## src/rtl/irq_router_pkg.sv

```systemverilog
// Package: shared constants for the interrupt source router.
// Assumes two source classes, each decoded at its own word address.
package irq_router_pkg;
    localparam int NUM_CLS = 2;

    // Class identifiers; the value doubles as the mapping word address.
    typedef enum logic [0:0] {
        CLS_DEV = 1'b0,
        CLS_TMR = 1'b1
    } src_class_e;
endpackage

```

## src/rtl/irq_sel_bank.sv

```systemverilog
// Module: irq_sel_bank
// Holds one class's packed group selectors (SEL_W bits per source) in a
// single register word at address BANK_ADDR. A write loads the word on the
// next clock edge. The read word is the stored selectors, zero-padded.
// Assumes N_SRC*SEL_W <= DATA_W.
module irq_sel_bank #(
    parameter int N_SRC     = 8,
    parameter int SEL_W     = 4,
    parameter int DATA_W    = 32,
    parameter int ADDR_W    = 2,
    parameter int BANK_ADDR = 0
) (
    input  logic                    clk,
    input  logic                    rst_n,
    input  logic                    wr_en,
    input  logic [ADDR_W-1:0]       wr_addr,
    input  logic [DATA_W-1:0]       wr_data,
    output logic [N_SRC*SEL_W-1:0]  sel_flat,
    output logic [DATA_W-1:0]       rd_word
);
    localparam int FLD_W = N_SRC * SEL_W;
    localparam int PAD_W = DATA_W - FLD_W;

    logic                   hit;
    logic [FLD_W-1:0]       sel_q;

    // Decode a write aimed at this bank.
    assign hit = wr_en && (wr_addr == ADDR_W'(BANK_ADDR));

    // Selector storage: cleared by reset, loaded by a matching write.
    always_ff @(posedge clk) begin
        if (!rst_n)
            sel_q <= '0;
        else if (hit)
            sel_q <= wr_data[FLD_W-1:0];
    end

    assign sel_flat = sel_q;

    // Read word: selectors in the low bits, zeros above.
    generate
        if (PAD_W > 0) begin : g_pad
            assign rd_word = {{PAD_W{1'b0}}, sel_q};
        end else begin : g_nopad
            assign rd_word = sel_q;
        end
    endgenerate

    AST_SEL_RESET: assert property (@(posedge clk)
        !rst_n |=> (sel_flat == '0)) else $error("selector not cleared");
    AST_SEL_LOAD: assert property (@(posedge clk) disable iff (!rst_n)
        hit |=> (sel_flat == $past(wr_data[FLD_W-1:0]))) else $error("load");
    AST_SEL_HOLD: assert property (@(posedge clk) disable iff (!rst_n)
        !hit |=> $stable(sel_flat)) else $error("selector moved");
endmodule

```

## src/rtl/irq_src_decode.sv

```systemverilog
// Module: irq_src_decode
// Turns one class's sources and packed selectors into a per-group request
// vector. Group g is requested when any source is high and its selector is
// g. Group 0 is never requested, so a selector of 0 means disabled.
// Assumes N_GRP <= 2**SEL_W.
module irq_src_decode #(
    parameter int N_SRC = 8,
    parameter int SEL_W = 4,
    parameter int N_GRP = 16
) (
    input  logic [N_SRC-1:0]        src,
    input  logic [N_SRC*SEL_W-1:0]  sel_flat,
    output logic [N_GRP-1:0]        grp_req
);
    generate
        for (genvar g = 0; g < N_GRP; g++) begin : g_grp
            if (g == 0) begin : g_off
                // Group 0 is the disable code and never requests.
                assign grp_req[g] = 1'b0;
            end else begin : g_on
                logic acc;
                // OR together every high source whose selector names this group.
                always_comb begin
                    acc = 1'b0;
                    for (int k = 0; k < N_SRC; k++)
                        if (src[k] && (sel_flat[k*SEL_W +: SEL_W] == SEL_W'(g)))
                            acc = 1'b1;
                end
                assign grp_req[g] = acc;
            end
        end
    endgenerate
endmodule

```

## src/rtl/irq_router.sv

```systemverilog
// Module: irq_router (top)
// Routes two classes of level-sensitive interrupt sources onto N_GRP
// legacy IRQ lines through per-source group selectors held in one mapping
// word per class. The requests of both classes are ORed and registered, so
// a change of mapping cannot glitch an output within a cycle.
// Assumes inputs are synchronous to clk.
module irq_router
    import irq_router_pkg::*;
#(
    parameter int N_SRC  = 8,
    parameter int SEL_W  = 4,
    parameter int N_GRP  = 16,
    parameter int DATA_W = 32,
    parameter int ADDR_W = 2
) (
    input  logic              clk,
    input  logic              rst_n,
    input  logic              cfg_we,
    input  logic [ADDR_W-1:0] cfg_addr,
    input  logic [DATA_W-1:0] cfg_wdata,
    output logic [DATA_W-1:0] cfg_rdata,
    input  logic [N_SRC-1:0]  src_dev,
    input  logic [N_SRC-1:0]  src_tmr,
    output logic [N_GRP-1:0]  irq
);
    localparam int FLD_W = N_SRC * SEL_W;

    logic [N_SRC-1:0]  src_cls [NUM_CLS];
    logic [FLD_W-1:0]  sel_cls [NUM_CLS];
    logic [N_GRP-1:0]  req_cls [NUM_CLS];
    logic [DATA_W-1:0] rd_cls  [NUM_CLS];
    logic [N_GRP-1:0]  req_all;
    logic [N_GRP-1:0]  irq_q;

    assign src_cls[int'(CLS_DEV)] = src_dev;
    assign src_cls[int'(CLS_TMR)] = src_tmr;

    // One selector bank and one decoder per source class.
    generate
        for (genvar c = 0; c < NUM_CLS; c++) begin : g_cls
            irq_sel_bank #(
                .N_SRC(N_SRC), .SEL_W(SEL_W), .DATA_W(DATA_W),
                .ADDR_W(ADDR_W), .BANK_ADDR(c)
            ) u_bank (
                .clk(clk), .rst_n(rst_n),
                .wr_en(cfg_we), .wr_addr(cfg_addr), .wr_data(cfg_wdata),
                .sel_flat(sel_cls[c]), .rd_word(rd_cls[c])
            );
            irq_src_decode #(
                .N_SRC(N_SRC), .SEL_W(SEL_W), .N_GRP(N_GRP)
            ) u_dec (
                .src(src_cls[c]), .sel_flat(sel_cls[c]), .grp_req(req_cls[c])
            );
        end
    endgenerate

    // Merge the group requests of all classes.
    always_comb begin
        req_all = '0;
        for (int c = 0; c < NUM_CLS; c++)
            req_all = req_all | req_cls[c];
    end

    // Read mux: the addressed class word, or zero for an unused address.
    always_comb begin
        cfg_rdata = '0;
        for (int c = 0; c < NUM_CLS; c++)
            if (cfg_addr == ADDR_W'(c))
                cfg_rdata = rd_cls[c];
    end

    // Output register: the merged requests, clean for one cycle.
    always_ff @(posedge clk) begin
        if (!rst_n)
            irq_q <= '0;
        else
            irq_q <= req_all;
    end

    assign irq = irq_q;

    AST_IRQ_RESET: assert property (@(posedge clk)
        !rst_n |=> (irq == '0)) else $error("irq not cleared");
    AST_IRQ0_QUIET: assert property (@(posedge clk) disable iff (!rst_n)
        (irq[0] == 1'b0)) else $error("irq0 driven");
    AST_ALL_OFF: assert property (@(posedge clk) disable iff (!rst_n)
        ((sel_cls[0] == '0) && (sel_cls[1] == '0)) |=> (irq == '0))
        else $error("disabled map drives irq");

    generate
        for (genvar k = 0; k < N_SRC; k++) begin : g_chk
            logic [SEL_W-1:0] dsel;
            assign dsel = sel_cls[int'(CLS_DEV)][k*SEL_W +: SEL_W];
            AST_DEV_ROUTE: assert property (@(posedge clk) disable iff (!rst_n)
                (src_dev[k] && (dsel != '0) && (int'(dsel) < N_GRP)) |-> req_all[dsel])
                else $error("device source not routed");
        end
    endgenerate
endmodule

```

## config.mk

```make
export PLATFORM = sky130hd
export DESIGN_NAME = irq_router
export DESIGN_NICKNAME = d
export VERILOG_FILES = /design/src/rtl/irq_router_pkg.sv /design/src/rtl/irq_sel_bank.sv /design/src/rtl/irq_src_decode.sv /design/src/rtl/irq_router.sv
export SDC_FILE = /design/constraint.sdc
export NUM_CORES = 1
export LEC_CHECK = 0
export BUFFER_PORTS_ARGS = -buffer_cell sky130_fd_sc_hd__buf_2
export CAP_MARGIN = 20
export CORE_ASPECT_RATIO = 0.75
export CORE_MARGIN = 3
export CORE_UTILIZATION = 50
export DETAILED_ROUTE_END_ITERATION = 16
export GPL_TIMING_DRIVEN = 0
export HOLD_SLACK_MARGIN = 0.1
export MAX_ROUTING_LAYER = met4
export PLACE_DENSITY = 0.73
export SETUP_SLACK_MARGIN = 0.02
export SLEW_MARGIN = 40
export SYNTH_ARGS = -nofsm -noshare
export SYNTH_HDL_FRONTEND = slang
export SYNTH_SLANG_ARGS = --single-unit
```

## constraint.sdc

```tcl
create_clock -name clk -period 1.8 [get_ports clk]
set_input_delay 0.09 -clock clk [delete_from_list [all_inputs] [get_ports clk]]
set_output_delay 0.09 -clock clk [all_outputs]
set_load 0.05 [all_outputs]
```

==> flow_summary_export.csv, run 1 <==
group,metric,value,unit
die,io_pins,101,
synthesis,syn_area_per_cell,7.15,sq um
setup_path,slowest_delay,570,ps
synthesis,synth_cell_types,38,
detailed_routing,drc,0,
clock_tree,cts_buffer_depth,2,
global_route,use_met2,59.3,%
synthesis,synthTopCellsByCount,"nand2_1, dfxtp_1, o22ai_1, a21oi_1, nor2_1",
setup_path,slowest_stage,"nor3_1",
hold_path,min_from,"cfg_we",
die,coreArea,9810,sq um
sta,rsz0062_at_grt,"yes",
setup_path,cp.required,2050,ps
placement,numPlacedInstances,946,
synthesis,ys_ff_latch,79,
die,die_w,123,um
sta,drv_slew,0,
sta,maxSlewHeadroom,45.6,%
sta,setup_viol,2,
sta,min_period,1810,ps
sta,worst_slack,-5.32,ps
placement,io_buffers,97,
setup_path,endpoint_kind,"flop",
clock_tree,cts_buffers,9,
job,drv_cap,0,
global_route,grt_use_met3,14.4,%
detailed_routing,drt-total-wl,23.5,mm
synthesis,synthArstFlopShare,0,%
synthesis,netlist.area_leader.share,30.9,%
clock_tree,clock-sinks,79,
detailed_routing,vias,6690,
synthesis,synthCells,717,
setup_path,critical_path_buf_inv_count,0,
setup_path,crit_fanout,6,
global_route,busiest_layer,"met2",
synthesis,syn_nets,770,
setup_path,crit-reg2reg-launch,"g_cls[0].u_bank.rd_word[27]",
setup_path,crit_chain,"nand3_1 > nor3_1 > nor4_1 > a31oi_1",
outcome,status,"finished, violations left",
synthesis,synth-seq-area-share,30.9,%
cells_and_area,finalInstanceArea,6490,sq um
global_route,grt_pass1_vias,6048,
global_route,grt_antenna_before_repair,0,
placement,globalplace.congestion,1.26,
detailed_routing,via_per_inst,6.76,
setup_path,cpLargestDelayFamily,"simple AND/OR/NAND/NOR gates",
cells_and_area,n_antenna_cell,0,
placement,place_hpwl,17.8,mm
die,rows,31,
detailed_routing,drt-pass1-iter-count,9,
setup_path,critPathLaunchType,"flop",
die,dieArea,11500,sq um
synthesis,synth.most_common_cell,"nand2_1",
setup_path,worstSetupPathType,"flop to flop",
detailed_routing,wl_per_cell,23.7,um
placement,placed_area,5780,sq um
cells_and_area,fin_cells,990,
detailed_routing,drt_iter0_markers,1361,
power_and_ir_drop,cellPowerDensity,751,nW/um^2
clock_tree,htree_levels,3,
setup_path,crit_cells,4,
sta,worstMarginPinSlew,817,ps
clock_tree,cts_tree,"built",
clock_tree,clk_latency,350,ps
power_and_ir_drop,peakVddDrop,0.575,mV
hold_path,min_path_cells,4,
die,initial_core_util,52.2,%
clock_tree,root_buffer,"clkbuf_16",
synthesis,synth_warnings,0,
global_route,grt_use_total,41.1,%
setup_path,timing.critical_path.arrival,2060,ps
detailed_routing,antenna_left,0,
sta,finalHoldViolations,0,
cells_and_area,fin_nets,908,
global_route,use_met1,52.8,%
power_and_ir_drop,p_leak,2.42,nW
clock_tree,clkTransAtPathRegs,60,ps
synthesis,synthTopCellsByArea,"dfxtp_1, nand2_1, o22ai_1, a21oi_1, mux2i_1",
synthesis,syn_area,5120,sq um
synthesis,synth_edf_count,0,
global_route,overflow,0,
synthesis,synth-main-ff-cell,"dfxtp_1",
cells_and_area,post_route_cells_drive_above_1_share,19.5,%
setup_path,reg2reg_depth,4,
global_route,grt_max_degree,13,
outcome,violations,"negative setup slack",
synthesis,synth_area_leader_cell,"dfxtp_1",
die,die_y,93.7,um
setup_path,crit_start,"g_cls[0].u_bank.rd_word[27]",
sta,skew,6.05,ps
hold_path,hold_class,"input port to flop",
cells_and_area,syn_to_final_growth,26.7,%
sta,fmax,554,MHz
global_route,grt_pass1_wl,34.5,mm
sta,period_share,100,%
-- routing by layer --
layer | share of wire [%] | up-vias | routed length (um)
li1 | - | 2885 | -
met1 | 39 | 3092 | 9210
met2 | 41 | 590 | 9580
met3 | 15 | 123 | 3520
met4 | 4.9 | 0 | 1160
met5 | 0 | - | 0
-- repair_timing --
action / in CTS / in global routing
pin swaps: 0 / 1
gates resized for setup: 2 / 9
setup endpoints to repair: 2 / 8
hold endpoints to repair: 64 / 0
hold buffers: 32 / 0
setup buffers: 0 / 2
gates cloned: 0 / 0
-- path summary, 6_finish.rpt --
path                                  to  slack [ps]
min reg2reg  g_cls[0].u_bank.rd_word[14]         520
max                              irq[12]          -5
max reg2reg                      irq[12]          -5
min           g_cls[1].u_bank.rd_word[0]         250
-- final cells by class --
class	count	area, sq um
buffer	41	209
clock buffer	10	229
clock inverter	4	120
fill	873	3320
inverter	4	15.0
multi-input combinational	589	3350
sequential	79	1580
tap	132	165
timing repair buffer	131	821
-- tightest hold or removal path, delay by kind of cell --
kind	cells	cell delay [ps]
compound gates	1	60
buf+inv	1	110
simple gates	2	290
-- power breakdown --
part / leakage [nW] / switching (W) / total (W) / internal [W]
Combinational: 1.61 / 0.000503 / 0.000772 / 0.000270
Clock: 0.169 / 0.000737 / 0.00222 / 0.00148
Sequential: 0.643 / 0.0000796 / 0.00189 / 0.00181
-- state kept, by name, indices dropped and copies added, names as in the netlist --
signal / flops
g_cls.u_bank.rd_word: 64
irq: 15
-- cells in the final DEF, fill, tap and decap left out, types with 2 or more instances in the layout --
cell | Yosys | final
nor4_1 | 18 | 15
bufinv_16 | 0 | 4
nor2_1 | 48 | 48
mux2i_1 | 32 | 32
inv_1 | 3 | 3
nor4_2 | 1 | 3
buf_2 | 17 | 114
nand2b_1 | 33 | 30
nand2_1 | 145 | 145
nor3_1 | 45 | 44
buf_6 | 3 | 3
and4_1 | 2 | 2
and3b_1 | 3 | 3
dfxtp_1 | 79 | 77
a21oi_1 | 69 | 69
clkbuf_1 | 22 | 19
nand3_2 | 2 | 3
dfxtp_2 | 0 | 2
or3b_2 | 9 | 9
nor3b_1 | 8 | 8
o22ai_1 | 77 | 77
buf_4 | 3 | 5
o32ai_1 | 10 | 10
a31oi_1 | 8 | 8
or2_2 | 5 | 5
nand2b_2 | 0 | 3
nand3b_1 | 37 | 37
o2111ai_1 | 2 | 2
dlygate4sd3_1 | 0 | 32
nand3_1 | 21 | 20
o21ai_0 | 4 | 4
clkbuf_16 | 0 | 9
-- per-stage QoR --
| stage | hold WS [ps] | TNS, ps | worst slack (ps) | total power, W | util [%] |
|---|---|---|---|---|---|
| CTS | 254 | 0 | 35.2 | 0.00483 | 65.8 |
| global placement | 342 | -194 | -194 | 0.00259 | 58.9 |
| floorplan | 226 | 0 | 390 | 0.00233 | - |
| finish | 251 | -8.76 | -5.32 | 0.00488 | 66.2 |
| global route | 317 | 0 | 12.0 | 0.00499 | 66.2 |
| detailed placement | 348 | -101 | -101 | 0.00260 | 58.9 |
-- kinds of logic (layout without fill, tap and decap cells) --
group | after synthesis | count (layout) | synth area share (%)
simple gates | 383 | 383 | 38.1
compound gates | 173 | 173 | 20.1
flops | 79 | 79 | 30.9
buf+inv | 49 | 190 | 4.66
mux | 32 | 32 | 6.25
other cells | 1 | 1 | 0.0732
(Power assumes the default switching activity.)
==> run 2, diff against run 1 <==
--- a/config.mk
+++ b/config.mk
@@ -13,7 +13,6 @@
 export DETAILED_ROUTE_END_ITERATION = 16
 export GPL_TIMING_DRIVEN = 0
 export HOLD_SLACK_MARGIN = 0.1
-export MAX_ROUTING_LAYER = met4
 export PLACE_DENSITY = 0.73
 export SETUP_SLACK_MARGIN = 0.02
 export SLEW_MARGIN = 40
==> run 2 against run 1 <==
- the flow still finishes with violations (negative setup slack)
- sequential cell count unchanged
- combinational power barely moved
- power shrank 11%
- utilization is 0.93 points lower
- clock power is 23% lower
- first-iteration DRC count shrank 11%
- die area unchanged
- critical path depth is 2 higher
- critical path type unchanged
- critical endpoint is now irq[1]
- largest cell class unchanged
==> flow_summary_export.csv, run 2 (synthesis gave the netlist of run 1 again) <==
group,metric,value,unit
global_route,overflow,0,
setup_path,crit_fanout,10,
power_and_ir_drop,cellPowerDensity,682,nW/um^2
clock_tree,root_buffer,"clkbuf_16",
detailed_routing,drt-total-wl,23.7,mm
placement,globalplace.congestion,1.25,
cells_and_area,final_cell_mix,"nand2_1, buf_2, dfxtp_1",
placement,io_buffers,97,
global_route,grt_use_total,40.2,%
job,drv_cap,0,
clock_tree,cts_buffers,9,
cells_and_area,final_common_cell,"nand2_1",
sta,rsz0062_at_grt,"no",
die,dieArea,11500,sq um
cells_and_area,fin_nets,908,
sta,maxSlewHeadroom,46.4,%
setup_path,timing.critical_path.arrival,2010,ps
global_route,grt_max_degree,14,
clock_tree,clkTransAtPathRegs,60,ps
sta,setup_viol,1,
sta,skew,6.60,ps
cells_and_area,largest_register_ffs,64,
detailed_routing,drt_iter0_markers,1206,
outcome,violations,"negative setup slack",
die,rows,31,
placement,numPlacedInstances,946,
global_route,grt_pass1_wl,34.7,mm
sta,finalHoldViolations,0,
die,initial_core_util,52.2,%
setup_path,cp.required,2000,ps
sta,fmax,551,MHz
global_route,grt_antenna_before_repair,2,
sta,period_share,101,%
detailed_routing,drc,0,
detailed_routing,vias,6686,
sta,worstMarginPinSlew,803,ps
cells_and_area,post_route_cells_drive_above_1_share,19.2,%
cells_and_area,final_util,65.2,%
clock_tree,cts_buffer_depth,2,
power_and_ir_drop,p_leak,2.36,nW
placement,place_hpwl,17.7,mm
power_and_ir_drop,peakVddDrop,0.568,mV
die,io_pins,101,
setup_path,critPathLaunchType,"flop",
detailed_routing,via_per_inst,6.73,
hold_path,hold_class,"input port to flop",
die,die_y,93.7,um
clock_tree,clock-sinks,79,
detailed_routing,wl_per_cell,23.9,um
detailed_routing,drt-pass1-iter-count,12,
detailed_routing,antenna_left,0,
sta,drv_slew,0,
sta,hold-worst-slack,236,ps
clock_tree,cts_tree,"built",
die,die_w,123,um
cells_and_area,syn_to_final_growth,24.9,%
cells_and_area,fin_cells,993,
outcome,status,"finished, violations left",
sta,worst_slack,-14.3,ps
clock_tree,clk_latency,350,ps
sta,min_period,1810,ps
clock_tree,htree_levels,3,
setup_path,worstSetupPathType,"flop to flop",
global_route,grt_pass1_vias,6076,
setup_path,endpoint_kind,"flop",
die,coreArea,9810,sq um
-- run 2: routing by layer --
layer	vias up	part of all wire [%]	global-route usage [%]	routed length [um]
met1	3065	39	52.3	9320
met2	600	40	57.9	9590
met5	-	0.055	0	13
met4	2	5.2	17.2	1240
met3	122	15	17.2	3580
li1	2897	-	-	-
-- run 2: area by class of cell --
cell class                 count  area, sq um
fill                         873         3410
multi-input combinational    589         3340
sequential                    79         1580
timing repair buffer         130          813
clock buffer                  11          233
buffer                        42          213
tap                          132          165
clock inverter                 5         35.0
inverter                       4         15.0
antenna                        1         2.50
-- run 2: final timing paths --
kind / from / endpoint / slack, ps / depth (start not counted)
worst max-delay path: g_cls[1].u_bank.rd_word[0] / irq[1] / -10 / 6
worst max register to register: g_cls[1].u_bank.rd_word[0] / irq[1] / -10 / 6
worst min register to register: g_cls[0].u_bank.rd_word[14] / g_cls[0].u_bank.rd_word[14] / 510 / 2
worst min-delay path: cfg_we / g_cls[1].u_bank.rd_word[31] / 240 / 4
-- run 2: per-stage QoR --
stage	power, W	instance area [sq um]	worst slack (ps)	setup TNS [ps]
after floorplan	0.00233	5120	390	0
after global placement	0.00259	5780	-187	-187
after detailed placement	0.00260	5780	-145	-145
after CTS	0.00431	6370	41.8	0
after global routing	0.00447	6400	22.5	0
final	0.00437	6400	-14.3	-14.3
-- run 2: worst max-delay path, stage by stage, from the launching register on --
cell and delay (ps):
dfxtp_1 290, clkbuf_1 220, nand2b_1 260, nand2b_1 160
o21ai_0 80, nor4_1 450, a31oi_1 190
-- run 2: timing repair --
action / in CTS / in global routing
endpoints found under the setup margin: 1 / 9
hold buffers: 32 / 0
pin swaps: 0 / 1
gates resized for setup: 1 / 7
buffers inserted: 0 / 1
gates cloned: 0 / 0
endpoints found under the hold margin: 64 / 0
-- run 2: power breakdown --
part           switching, W  total, W  internal (W)  leakage (nW)
combinational      0.000506  0.000775      0.000270          1.60
sequential        0.0000778   0.00189       0.00181         0.642
clock              0.000772   0.00170      0.000932         0.118
==> run 3, diff against run 2 <==
--- a/config.mk
+++ b/config.mk
@@ -9,11 +9,10 @@
 export CAP_MARGIN = 20
 export CORE_ASPECT_RATIO = 0.75
 export CORE_MARGIN = 3
-export CORE_UTILIZATION = 50
+export CORE_UTILIZATION = 35
 export DETAILED_ROUTE_END_ITERATION = 16
 export GPL_TIMING_DRIVEN = 0
 export HOLD_SLACK_MARGIN = 0.1
-export PLACE_DENSITY = 0.73
 export SETUP_SLACK_MARGIN = 0.02
 export SLEW_MARGIN = 40
 export SYNTH_ARGS = -nofsm -noshare
==> run 3 against run 2 <==
- die area up 40%
- worst hold slack got worse by 5.1 ps
- first-iteration DRC count is 38% lower
- the run still ends with negative setup slack left
- largest power group is now clock
- critical path type unchanged
- global-route usage decreased by 8.0 points
- largest cell class unchanged
==> flow_summary_export.csv, run 3 (synthesis gave the netlist of run 1 again) <==
group,metric,value,unit
outcome,status,"finished, violations left",
outcome,violations,"negative setup slack",
sta,hold-worst-slack,231,ps
die,io_pins,101,
cells_and_area,final_cell_mix,"nand2_1, buf_2, o22ai_1",
global_route,grt_pass1_vias,5974,
clock_tree,root_buffer,"clkbuf_16",
sta,drv_slew,0,
sta,period_share,101,%
global_route,grt_pass1_wl,39.1,mm
cells_and_area,final_common_cell,"nand2_1",
sta,worstMarginPinSlew,750,ps
power_and_ir_drop,power_frac_seq,39.9,%
global_route,grt_max_degree,15,
power_and_ir_drop,cellPowerDensity,718,nW/um^2
die,initial_core_util,36.5,%
global_route,grt_antenna_before_repair,0,
detailed_routing,drt_iter0_markers,747,
setup_path,timing.critical_path.arrival,2030,ps
power_and_ir_drop,p_total,0.00476,W
setup_path,worstSetupPathType,"flop to flop",
placement,dp_slack,-92.1,ps
hold_path,min_path_cells,4,
global_route,use_met1,45.2,%
sta,rsz0062_at_grt,"no",
placement,globalplace.congestion,1.03,
power_and_ir_drop,peakVddDrop,0.454,mV
cells_and_area,largest_register_ffs,64,
setup_path,reg2reg_depth,5,
detailed_routing,drt-total-wl,26.6,mm
sta,worst_slack,-11.1,ps
global_route,use_met2,45.2,%
setup_path,crit_fanout,8,
setup_path,crit_chain,"nand2b_2 > o22ai_1 > nor3_1 > and4_1 > nor2_1",
power_and_ir_drop,p_sw_share,29.7,%
clock_tree,cts_buffer_depth,2,
job,drv_cap,0,
detailed_routing,drt-pass1-iter-count,11,
clock_tree,cts_tree,"built",
die,coreArea,14000,sq um
die,die_y,111,um
hold_path,hold_class,"input port to flop",
sta,fmax,552,MHz
detailed_routing,vias,6404,
power_and_ir_drop,switchingPower,0.00141,W
cells_and_area,finalInstanceArea,6630,sq um
global_route,grt_use_total,32.3,%
cells_and_area,fillers,1526,
cells_and_area,final_util,47.3,%
sta,skew,8.85,ps
setup_path,cp.required,2020,ps
detailed_routing,wl_per_cell,25.1,um
placement,placed_area,5850,sq um
clock_tree,cts_buffers,9,
power_and_ir_drop,p_leak,2.45,nW
cells_and_area,syn_to_final_growth,29.4,%
clock_tree,htree_levels,3,
power_and_ir_drop,pwr-share-comb,16.5,%
global_route,overflow,0,
detailed_routing,antenna_left,0,
die,rows,37,
sta,maxSlewHeadroom,50.0,%
clock_tree,clk_latency,350,ps
setup_path,critPathLaunchType,"flop",
sta,setup_viol,1,
die,die_w,146,um
detailed_routing,drc,0,
global_route,grt_use_met3,10.7,%
placement,place_hpwl,20.4,mm
setup_path,slowest_stage,"dfxtp_1",
sta,finalHoldViolations,0,
sta,min_period,1810,ps
setup_path,slowest_delay,580,ps
cells_and_area,n_antenna_cell,0,
detailed_routing,via_per_inst,6.05,
clock_tree,clock-sinks,79,
cells_and_area,fin_nets,911,
global_route,busiest_layer,"met2",
placement,io_buffers,97,
power_and_ir_drop,p_int,0.00335,W
clock_tree,clkTransAtPathRegs,70,ps
die,dieArea,16100,sq um
cells_and_area,post_route_cells_drive_above_1_share,21.6,%
power_and_ir_drop,clkPwrFrac,43.6,%
setup_path,endpoint_kind,"flop",
-- run 3: changes by cell type in the layout (fill, tap and decap cells not counted), moves of 5 or more --
cell,previous run,this run
clkbuf_1,21,13
buf_4,4,9
dfxtp_1,78,73
dfxtp_2,1,6
-- run 3: area by class of cell --
type / instances / area (sq um) / share of cell area [%]
well taps: 195 / 244 / 3.68
clock inverters: 6 / 93.8 / 1.42
repair buffers: 136 / 871 / 13.1
clock buffers: 10 / 239 / 3.60
inverters: 4 / 15.0 / 0.226
flip-flops and latches: 79 / 1590 / 24.0
plain buffers: 39 / 205 / 3.09
multi-input cells: 589 / 3370 / 50.9
-- run 3: worst paths after layout --
check / start / slack (ps) / endpoint
setup / recovery: g_cls[0].u_bank.rd_word[28] / -10 / irq[8]
hold reg to reg: g_cls[0].u_bank.rd_word[23] / 510 / g_cls[0].u_bank.rd_word[23]
setup reg to reg: g_cls[0].u_bank.rd_word[28] / -10 / irq[8]
hold / removal: cfg_we / 230 / g_cls[1].u_bank.rd_word[0]
-- run 3: routing by layer --
layer	vias up	routed length (um)
met1	2999	11700
met3	78	3320
met5	-	0
met4	0	1010
li1	2896	-
met2	431	10600
-- run 3: repair_timing --
item / in CTS / in global routing
endpoints found under the hold margin: 64 / 0
pin swaps: 0 / 1
setup buffers: 4 / 3
setup endpoints to repair: 6 / 14
gates resized for setup: 7 / 15
hold buffers: 32 / 0
-- run 3: metrics by stage --
stage	setup TNS, ps	instances
finish	-11.1	1058
global route	0	1058
CTS	0	1059
detailed placement	-94.8	1009
global placement	-186	1009
floorplan	0	717
-- run 3: power by group through the flow --
stage	registers (W)	clock network [W]	logic (W)
after detailed placement	0.00192	0	0.000715
final	0.00190	0.00207	0.000786
after global placement	0.00192	0	0.000722
after CTS	0.00189	0.00210	0.000772
after floorplan	0.00194	0	0.000395
after global routing	0.00191	0.00217	0.000831
-- run 3: critical path: cells and delay by family, from the launching register on --
family / cells / cell delay [ps]
flops: 1 / 580
simple gates: 4 / 990
compound gates: 1 / 110
